<file path="config.mk">
export PLATFORM = sky130hd
export DESIGN_NAME = wdog_rstctl
export DESIGN_NICKNAME = d
export VERILOG_FILES = /design/src/rtl/wdr_pkg.sv /design/src/rtl/wdr_bus.sv /design/src/rtl/wdr_prescale.sv /design/src/rtl/wdr_countdown.sv /design/src/rtl/wdr_pulse.sv /design/src/rtl/wdog_rstctl.sv
export SDC_FILE = /design/constraint.sdc
export NUM_CORES = 1
export LEC_CHECK = 0
export BUFFER_PORTS_ARGS = -buffer_cell sky130_fd_sc_hd__buf_4
export CAP_MARGIN = 5
export CORE_AREA = 2 2 79 81
export CTS_CLUSTER_SIZE = 28
export DETAILED_ROUTE_END_ITERATION = 10
export DIE_AREA = 0 0 81 83
export HOLD_SLACK_MARGIN = 0.02
export PLACE_DENSITY = 0.83
export SYNTH_ARGS = -nofsm -noshare
export SYNTH_HDL_FRONTEND = slang
export SYNTH_SLANG_ARGS = --single-unit
</file>
<file path="constraint.sdc">
create_clock -name clk -period 6.45 [get_ports clk]
set_input_delay 1.935 -clock clk [delete_from_list [all_inputs] [get_ports clk]]
set_output_delay 1.935 -clock clk [all_outputs]
set_load 0.005 [all_outputs]
</file>
<file path="src/rtl/wdr_pkg.sv">
package wdr_pkg;

    localparam int unsigned REG_W  = 32;
    localparam int unsigned VIEW_W = 24;

    localparam logic [7:0]  WR_KEY   = 8'h5A;
    localparam logic [31:0] OFS_CTRL = 32'h1C;
    localparam logic [31:0] OFS_STAT = 32'h20;
    localparam logic [31:0] OFS_CNT  = 32'h24;

    localparam logic [1:0]  MODE_ARM     = 2'b10;
    localparam int unsigned STAT_W       = 11;
    localparam logic [STAT_W-1:0] STAT_SW_MASK = 11'h555;
    localparam int unsigned STAT_EXP_BIT = 5;

    typedef enum logic [1:0] {
        SEL_NONE,
        SEL_CTRL,
        SEL_STAT,
        SEL_CNT
    } reg_sel_e;

    typedef struct packed {
        logic              ctrl_we;
        logic              stat_we;
        logic              cnt_we;
        logic [VIEW_W-1:0] payload;
    } wr_cmd_t;

    function automatic reg_sel_e decode_addr(input logic [31:0] a);
        reg_sel_e s;
        case (a)
            OFS_CTRL: s = SEL_CTRL;
            OFS_STAT: s = SEL_STAT;
            OFS_CNT:  s = SEL_CNT;
            default:  s = SEL_NONE;
        endcase
        return s;
    endfunction

    function automatic logic key_ok(input logic [REG_W-1:0] d);
        return d[REG_W-1 -: 8] == WR_KEY;
    endfunction

    function automatic logic [STAT_W-1:0] merge_status(
        input logic [STAT_W-1:0] cur,
        input logic [STAT_W-1:0] wr
    );
        return (cur & ~STAT_SW_MASK) | (wr & STAT_SW_MASK);
    endfunction

endpackage

</file>
<file path="src/rtl/wdr_bus.sv">
module wdr_bus
    import wdr_pkg::*;
#(
    parameter int unsigned ADDR_W = 8
) (
    input  logic              clk,
    input  logic              rst,
    input  logic              hold,
    input  logic [ADDR_W-1:0] addr,
    input  logic              wr_en,
    input  logic [REG_W-1:0]  wr_data,
    input  logic              rd_en,
    input  logic [VIEW_W-1:0] ctrl_view,
    input  logic [VIEW_W-1:0] stat_view,
    input  logic [VIEW_W-1:0] cnt_view,
    output wr_cmd_t           cmd,
    output logic [REG_W-1:0]  rd_data
);

    reg_sel_e          sel;
    logic              accept;
    logic [VIEW_W-1:0] rd_nxt;
    logic [VIEW_W-1:0] rd_q;

    always_comb begin
        sel         = decode_addr(32'(addr));
        accept      = wr_en && key_ok(wr_data) && !hold;
        cmd.ctrl_we = accept && (sel == SEL_CTRL);
        cmd.stat_we = accept && (sel == SEL_STAT);
        cmd.cnt_we  = accept && (sel == SEL_CNT);
        cmd.payload = wr_data[VIEW_W-1:0];
    end

    always_comb begin
        case (sel)
            SEL_CTRL: rd_nxt = ctrl_view;
            SEL_STAT: rd_nxt = stat_view;
            SEL_CNT:  rd_nxt = cnt_view;
            default:  rd_nxt = '0;
        endcase
    end

    always_ff @(posedge clk) begin
        if (rst) begin
            rd_q <= '0;
        end else if (rd_en) begin
            rd_q <= rd_nxt;
        end
    end

    assign rd_data = {{(REG_W-VIEW_W){1'b0}}, rd_q};

endmodule

</file>
<file path="src/rtl/wdr_prescale.sv">
module wdr_prescale #(
    parameter int unsigned TICK_DIV = 1500
) (
    input  logic clk,
    input  logic rst,
    input  logic run,
    input  logic clr,
    output logic tick
);

    localparam int unsigned PRE_W = (TICK_DIV < 2) ? 1 : $clog2(TICK_DIV);
    localparam logic [PRE_W-1:0] PRE_LAST = PRE_W'(TICK_DIV - 1);

    logic [PRE_W-1:0] phase;
    logic             at_last;

    assign at_last = (phase == PRE_LAST);
    assign tick    = !rst && run && !clr && at_last;

    always_ff @(posedge clk) begin
        if (rst || clr || !run) begin
            phase <= '0;
        end else if (at_last) begin
            phase <= '0;
        end else begin
            phase <= phase + 1'b1;
        end
    end

endmodule

</file>
<file path="src/rtl/wdr_countdown.sv">
module wdr_countdown #(
    parameter int unsigned CNT_W = 20
) (
    input  logic             clk,
    input  logic             rst,
    input  logic             load,
    input  logic [CNT_W-1:0] load_val,
    input  logic             tick,
    output logic [CNT_W-1:0] cnt,
    output logic             expire
);

    localparam logic [CNT_W-1:0] ONE = CNT_W'(1);

    logic near_end;

    assign near_end = (cnt <= ONE);
    assign expire   = tick && near_end;

    always_ff @(posedge clk) begin
        if (rst) begin
            cnt <= '0;
        end else if (load) begin
            cnt <= load_val;
        end else if (tick) begin
            cnt <= (cnt == '0) ? '0 : cnt - ONE;
        end
    end

endmodule

</file>
<file path="src/rtl/wdr_pulse.sv">
module wdr_pulse #(
    parameter int unsigned PULSE_LEN = 16
) (
    input  logic clk,
    input  logic rst,
    input  logic fire,
    output logic active
);

    localparam int unsigned PW = $clog2(PULSE_LEN + 1);
    localparam logic [PW-1:0] FULL = PW'(PULSE_LEN);

    logic [PW-1:0] remain;

    always_ff @(posedge clk) begin
        if (rst) begin
            remain <= '0;
        end else if (fire) begin
            remain <= FULL;
        end else if (remain != '0) begin
            remain <= remain - 1'b1;
        end
    end

    assign active = (remain != '0);

endmodule

</file>
<file path="src/rtl/wdog_rstctl.sv">
module wdog_rstctl
    import wdr_pkg::*;
#(
    parameter int unsigned ADDR_W    = 8,
    parameter int unsigned CNT_W     = 20,
    parameter int unsigned TICK_DIV  = 1500,
    parameter int unsigned PULSE_LEN = 16
) (
    input  logic              clk,
    input  logic              por,
    input  logic              sys_rst,
    input  logic [ADDR_W-1:0] addr,
    input  logic              wr_en,
    input  logic [31:0]       wr_data,
    input  logic              rd_en,
    output logic [31:0]       rd_data,
    output logic              rst_req
);

    localparam int unsigned MODE_LSB = 4;

    logic              core_rst;
    wr_cmd_t           cmd;
    logic [1:0]        mode;
    logic [STAT_W-1:0] status;
    logic [CNT_W-1:0]  cnt;
    logic              armed;
    logic              tick;
    logic              expire;
    logic              cnt_load;
    logic [VIEW_W-1:0] ctrl_view;
    logic [VIEW_W-1:0] stat_view;
    logic [VIEW_W-1:0] cnt_view;
    logic              unused_payload;

    assign core_rst       = por || sys_rst;
    assign armed          = (mode == MODE_ARM);
    assign cnt_load       = cmd.cnt_we;
    assign unused_payload = ^cmd.payload[VIEW_W-1:CNT_W];

    assign ctrl_view = VIEW_W'({mode, {MODE_LSB{1'b0}}});
    assign stat_view = VIEW_W'(status);
    assign cnt_view  = VIEW_W'(cnt);

    wdr_bus #(
        .ADDR_W (ADDR_W)
    ) bus_i (
        .clk       (clk),
        .rst       (core_rst),
        .hold      (sys_rst),
        .addr      (addr),
        .wr_en     (wr_en),
        .wr_data   (wr_data),
        .rd_en     (rd_en),
        .ctrl_view (ctrl_view),
        .stat_view (stat_view),
        .cnt_view  (cnt_view),
        .cmd       (cmd),
        .rd_data   (rd_data)
    );

    wdr_prescale #(
        .TICK_DIV (TICK_DIV)
    ) pre_i (
        .clk  (clk),
        .rst  (core_rst),
        .run  (armed),
        .clr  (cnt_load),
        .tick (tick)
    );

    wdr_countdown #(
        .CNT_W (CNT_W)
    ) cnt_i (
        .clk      (clk),
        .rst      (core_rst),
        .load     (cnt_load),
        .load_val (cmd.payload[CNT_W-1:0]),
        .tick     (tick),
        .cnt      (cnt),
        .expire   (expire)
    );

    wdr_pulse #(
        .PULSE_LEN (PULSE_LEN)
    ) pulse_i (
        .clk    (clk),
        .rst    (por),
        .fire   (expire),
        .active (rst_req)
    );

    // mode field: expiry overrides a same-cycle control write
    always_ff @(posedge clk) begin
        if (core_rst || expire) begin
            mode <= 2'b00;
        end else if (cmd.ctrl_we) begin
            mode <= cmd.payload[MODE_LSB +: 2];
        end
    end

    // status survives sys_rst; only power-on clears it
    always_ff @(posedge clk) begin
        if (por) begin
            status <= '0;
        end else begin
            if (cmd.stat_we) begin
                status <= merge_status(status, cmd.payload[STAT_W-1:0]);
            end
            if (expire) begin
                status[STAT_EXP_BIT] <= 1'b1;
            end
        end
    end

endmodule

</file>
After elaboration in Yosys (flattened, before gate mapping)
Index checks and enable logic that the tools add are counted.
{ "classes": {"magnitude_cmp": 1, "bitwise": 1, "eq_ne": 9, "muxes": 9, "n_addsub": 3, "reduce_logical": 24} }
{ "op_table": {"columns": ["cell", "n"], "rows": [
  ["$mux W20", 3],
  ["$pmux W20 S3", 1],
  ["$le A20 B1 Y1 const B", 1],
  ["$logic_not A20 Y1", 1],
  ["$sub A20 B1 Y20 const B", 1],
  ["$eq A8 B6 Y1 const B", 2],
  ["$add A11 B1 Y11 const B", 1],
  ["$eq A11 B11 Y1 const B", 1],
  ["$or A10 B11 Y11", 1],
  ["$mux W5", 2],
  ["$logic_and A1 B1 Y1", 9],
  ["$eq A8 B5 Y1 const B", 1],
  ["$eq A8 B7 Y1 const B", 1],
  ["$eq A2 B2 Y1 const B", 3],
  ["$mux W6", 1],
  ["$pmux W2 S3", 1],
  ["$reduce_bool A2 Y1", 3],
  ["$reduce_bool A5 Y1", 1],
  ["$sub A5 B1 Y5 const B", 1],
  ["$logic_not A1 Y1", 4],
  ["$logic_or A1 B1 Y1", 4],
  ["$reduce_or A2 Y1", 2],
  ["$eq A2 B1 Y1 const B", 1],
  ["$mux W1", 1]
]} }
{ "totals": {"wordCells": 55, "register_bits": 73, "output_inout_bits": 33, "inputBits": 45} }

Logic depth before layout (Yosys ltp)
{ "logic_depth": {"ltp_word": 9, "depth_mapped": 8, "depth_no_buf": 8} }

Modules after synthesis
From an unflattened synthesis, not the netlist that was laid out.
{ "unflattened": {"hier_cells": 425, "area_unflattened_um2": 3728.6} }
{ "by_module_without_submodules": {"columns": ["mod", "area_each_um2", "cells_each", "seq_area_each_um2", "instances"], "rows": [
  ["wdr_bus", 1408.9, 158, 480.5, 1],
  ["wdr_countdown", 1251.2, 158, 400.4, 1],
  ["wdr_prescale", 516.7, 53, 220.2, 1],
  ["wdog_rstctl", 329.1, 32, 180.2, 1],
  ["wdr_pulse", 222.7, 24, 100.1, 1]
]} }

Least setup slack after synthesis
Ideal clock, no wire load.
{ "synth_path": {"path_kind": "in2reg", "startpoint": "input sys_rst", "endpoint": "register cnt_i.cnt[8]", "t_arrival_ns": 3.874, "setup_time_ns": 0.074, "required_time_ns": 6.376, "setup_slack_ns": 2.502, "n_path_buf": 1, "path_stages": 6, "path_cell_list": "or4b_4 -> or4_1 -> buf_2 -> or2_1 -> or4_1 -> a31oi_1"} }
{ "synth_via": {"elab_chain_len": 7, "word_cells_on_any_way": 11, "cone_classes": "mux (1); reduce/logical (10)"} }
{ "synth_lines": {"columns": ["element", "line_no", "source"], "rows": [
  ["from (decl)", "wdog_rstctl.sv:11", "input logic sys_rst,"],
  ["$logic_not A1 Y1", "wdr_bus.sv:27", "accept = wr_en && key_ok(wr_data) && !hold;"],
  ["$logic_and A1 B1 Y1", "wdr_bus.sv:27", null],
  ["$logic_and A1 B1 Y1", "wdr_bus.sv:30", "cmd.cnt_we = accept && (sel == SEL_CNT);"],
  ["$logic_not A1 Y1", "wdr_prescale.sv:18", "assign tick = !rst && run && !clr && at_last;"],
  ["$logic_and A1 B1 Y1 (2 in series)", "wdr_prescale.sv:18", null],
  ["$reduce_bool A2 Y1 (no source line)", null, null],
  ["to (signal assigned)", "wdr_countdown.sv:24", "cnt <= load_val;"],
  ["to (signal assigned)", "wdr_countdown.sv:26", "cnt <= (cnt == '0) ? '0 : cnt - ONE;"],
  ["to (decl)", "wdr_countdown.sv:9", "output logic [CNT_W-1:0] cnt,"]
]} }
Several ways; a longest one is shown, not always the timed one.
A chain may end at the register's enable or synchronous reset.

Worst setup path in the final report
{ "layout_path": {"startpoint": "input addr[1]", "endpoint": "register pulse_i.remain[1]"} }
{ "layout_via": {"elab_chain_len": 9, "word_cells_on_any_way": 11, "cone_classes": "eq/ne (4); mux (1); reduce/logical (6)"} }
{ "layout_lines": {"columns": ["element", "line_no", "source"], "rows": [
  ["from (decl)", "wdog_rstctl.sv:12", "input logic [ADDR_W-1:0] addr,"],
  ["$eq A8 B6 Y1 or $eq A8 B5 Y1 (tied branches)", "wdr_pkg.sv:32", "case (a)"],
  ["$pmux W2 S3 *", "wdr_pkg.sv:32", null],
  ["$eq A2 B2 Y1 *", "wdr_bus.sv:30", null],
  ["$logic_and A1 B1 Y1 *", "wdr_bus.sv:30", null],
  ["$logic_not A1 Y1 *", "wdr_prescale.sv:18", null],
  ["$logic_and A1 B1 Y1 * (2 in series)", "wdr_prescale.sv:18", null],
  ["$logic_and A1 B1 Y1 *", "wdr_countdown.sv:18", "assign expire = tick && near_end;"],
  ["$reduce_or A2 Y1 (no source line) *", null, null],
  ["to (signal assigned)", "wdr_pulse.sv:21", "remain <= remain - 1'b1;"],
  ["to (decl)", "wdr_pulse.sv:13", "logic [PW-1:0] remain;"]
]} }
Mark *: on every way between the ends. The rest lies on a longest branch, timed or not.

==> summary.md <==
| Metric | Value |
|---|---|
| Nets | `504` |
| Critical Path AT | `4370 ps` |
| Area contributors post-synth | `dfxtp_1 40%, nor2_1 6.3%, o21ai_0 4.8%, a21oi_1 4.2%, nand3_1 3.7%` |
| Fin crit period | `4100 ps` |
| Max-slew violation count | `0` |
| Cell variety after synth | `47` |
| Dpl cells | `approximately 520` |
| Setup_tns | `0 ps` |
| Core area | `0.00582 sq mm` |
| Initial DRC Count | `370` |
| Global Route Usage Sum | `0.255` |
| Pwr Density | `236 mW/mm^2` |
| Highest routed metal layer | `met4` |
| Avg WL per Cell | `about 15 microns` |
| Final std cells w/o fill | `532` |
| DR pass1 iterations | `6` |
| Tcrit/Tclk final | `0.636` |
| GPL Wtd Cong | `0.908` |
| Crit end category | `flop` |
| CTS hold repair buffers | `0` |
| Number of global-route vias before repair | `2870` |
| WL met3 | `716 microns` |
| Routed length on met2 | `3830 microns` |
| Max-cap violations | `0` |
| Yosys warns | `0` |
| CP Launch Type | `primary input` |
| Fill cell count | `around 520` |
| CTS sink cnt | `65` |
| Slew headroom | `0.199` |
| Top-count cell post-synth | `dfxtp_1` |
| Die Span Y | `approximately 83 microns` |
| Ports | `78` |
| Initial Util | `0.557` |
| H-tree levels | `3` |
| CTS tree | `done` |
| EDFF count, synth | `0` |
| Total CTS buffers | `9` |
| CP Max Fanout | `14` |
| Post-CTS sizing | `0` |
| Final ANT Viol Nets | `0` |
| Maximum buffer depth of the clock tree | `2` |
| Via density | `roughly 5.9` |
| Cell row count | `28` |
| Met1 Wirelength | `3450 microns` |
| Unrepaired setup endpoints after global routing | `no` |
| Synthesized flop and latch total | `between 60 and 70` |
| # port buffers | `61` |
| Post-DP HPWL | `~5800 microns` |
| Share of post-route cells with drive strength above 1 | `0.186` |
| Largest net degree at the start of global routing | `34` |
| # diodes | `0` |
| Total leakage power | `roughly 1.4 nW` |
| First-pass GRT wire length | `13500 microns` |
| Fmax | `about 0.24 GHz` |
| Post-Synthesis Cell Area | `0.00324 sq mm` |
| Syn Inst Count | `just over 400` |
| Antenna violations before repair | `0` |
| Crit path kind | `primary input to flop` |
| Layout Skew | `11.3 ps` |
| WP data required | `6710 ps` |
| Worst Tran Pin Value | `1200 ps` |
| P&R area growth vs syn | `18.9%` |
| Ys flop type | `dfxtp_1` |
| GRT overflow | `0` |
| Skew-Pair Late Insertion Delay | `350 ps` |
| Mean Syn Cell Area | `~8 sq um` |
| Final setup fails | `0` |
| Postcts setup bufs | `0` |
| Yosys top cell by area | `dfxtp_1` |
| Fin. Hold Viols | `0` |
| Top cells by count, synth | `65 x dfxtp_1, 54 x nor2_1, 31 x o21ai_0, 27 x a21oi_1, 26 x nand2_1` |
| Total Wirelength | `8230 microns` |
| Post-synth top area share | `0.402` |
| Drc violations | `0` |
| Peak supply drop | `0.293 mV` |
| Root Driver | `clkbuf_8` |
| DR vias | `approximately 3.2k` |
| Die W | `just over 80 microns` |
| Outcome | `finished, final reports clean` |
| Die ar. | `0.00672 sq mm` |
| Sequential area share after synthesis | `0.402` |
| Worst min path class | `flop to flop` |
| Worst-path clk slew | `70 ps` |
| FFs w/ async S/R, synth | `0` |
[sequential cells by signal, indices dropped and copies added (netlist names)]
| name | flops |
|---|---|
| cnt_i.cnt | 20 |
| status | 7 |
| pre_i.phase | 11 |
| pulse_i.remain | 5 |
| mode | 2 |
| bus_i.rd_q | 20 |
[cells by family after synthesis]
family                     share of synthesized area
AOI/OAI and AO/OA                              0.166
xor gates and xnor gates                      0.0325
adders and majority gates                     0.0232
buffers and inverters                         0.0673
DFF                                            0.402
muxes                                         0.0247
other                                        0.00116
and+or+nand+nor                                0.283
[worst max-delay path: stages]
cell and delay (ps):
buf_4 110, nor4_1 420, nand4_1 180, nor2_1 830
nor4_1 270, or2_2 420, a211oi_1 210
[layout by cell type (no fill, tap or decap), types with 3 or more instances in the layout]
| cell type | Yosys | routed |
|---|---|---|
| o21ai_0 | 31 | 31 |
| xor2_1 | 6 | 6 |
| nor4_1 | 12 | 12 |
| nand3_1 | 24 | 24 |
| conb_1 | 1 | 12 |
| mux2i_1 | 8 | 8 |
| nand4b_1 | 4 | 4 |
| buf_4 | 12 | 62 |
| ha_1 | 6 | 6 |
| nand2b_1 | 3 | 3 |
| a31oi_1 | 8 | 8 |
| nor3_1 | 23 | 23 |
| dfxtp_1 | 65 | 65 |
| or3_1 | 5 | 5 |
| clkbuf_8 | 0 | 11 |
| xnor2_1 | 6 | 6 |
| a211oi_1 | 3 | 3 |
| nor2_1 | 54 | 54 |
| a221oi_1 | 8 | 8 |
| inv_1 | 9 | 9 |
| a21oi_1 | 27 | 27 |
| or4_1 | 7 | 7 |
| nand2_1 | 26 | 26 |
| or2_2 | 4 | 4 |
[per-stage QoR]
| step | area (sq um) | util | total power (W) | hold WS (ps) | setup slack (ps) |
|---|---|---|---|---|---|
| floorplan | 3280 | - | 0.000527 | 430 | 2500 |
| global placement | 3650 | 0.628 | 0.000561 | 447 | 2100 |
| finish | 3850 | 0.662 | 0.000907 | 461 | 2350 |
| CTS | 3850 | 0.662 | 0.000913 | 465 | 2420 |
| detailed placement | 3650 | 0.628 | 0.000570 | 455 | 2070 |
| global route | 3850 | 0.662 | 0.000951 | 479 | 2190 |
[layer usage]
layer | vias up | track usage
met2 | 165 | 0.391
met1 | 1434 | 0.338
met5 | - | 0
met3 | 28 | 0.0674
li1 | 1533 | -
met4 | 0 | 0.105
[area by class of cell]
type / count / area, sq um / area share
Tap cell: 75 / 93.8 / 0.0244
Sequential cell: 65 / 1300 / 0.338
Clock buffer: 12 / 155 / 0.0403
Inverter: 9 / 33.8 / 0.00878
Timing Repair Buffer: 62 / 465 / 0.121
Multi-Input combinational cell: 306 / 1760 / 0.457
Clock inverter: 3 / 40.0 / 0.0104
[path summary, 6_finish.rpt]
path | cells past startpoint | slack, ps | start | endpoint
worst min register to register | 2 | 460 | bus_i.rd_q[17]$_SDFFE_PP0P_ | bus_i.rd_q[17]$_SDFFE_PP0P_
worst max-delay path | 7 | 2350 | addr[1] | pulse_i.remain[1]$_SDFFE_PP0P_
worst min-delay path | 2 | 460 | bus_i.rd_q[17]$_SDFFE_PP0P_ | bus_i.rd_q[17]$_SDFFE_PP0P_
worst max register to register | 6 | 3170 | cnt_i.cnt[4]$_SDFFE_PP0P_ | cnt_i.cnt[18]$_SDFFE_PP0P_
[power breakdown]
group / internal (W) / switching [W] / total [W]
registers: 0.000418 / 0.0000126 / 0.000430
clock network: 0.000196 / 0.000152 / 0.000348
logic: 0.0000650 / 0.0000636 / 0.000129
No activity file was read; power rests on OpenSTA's default activity.
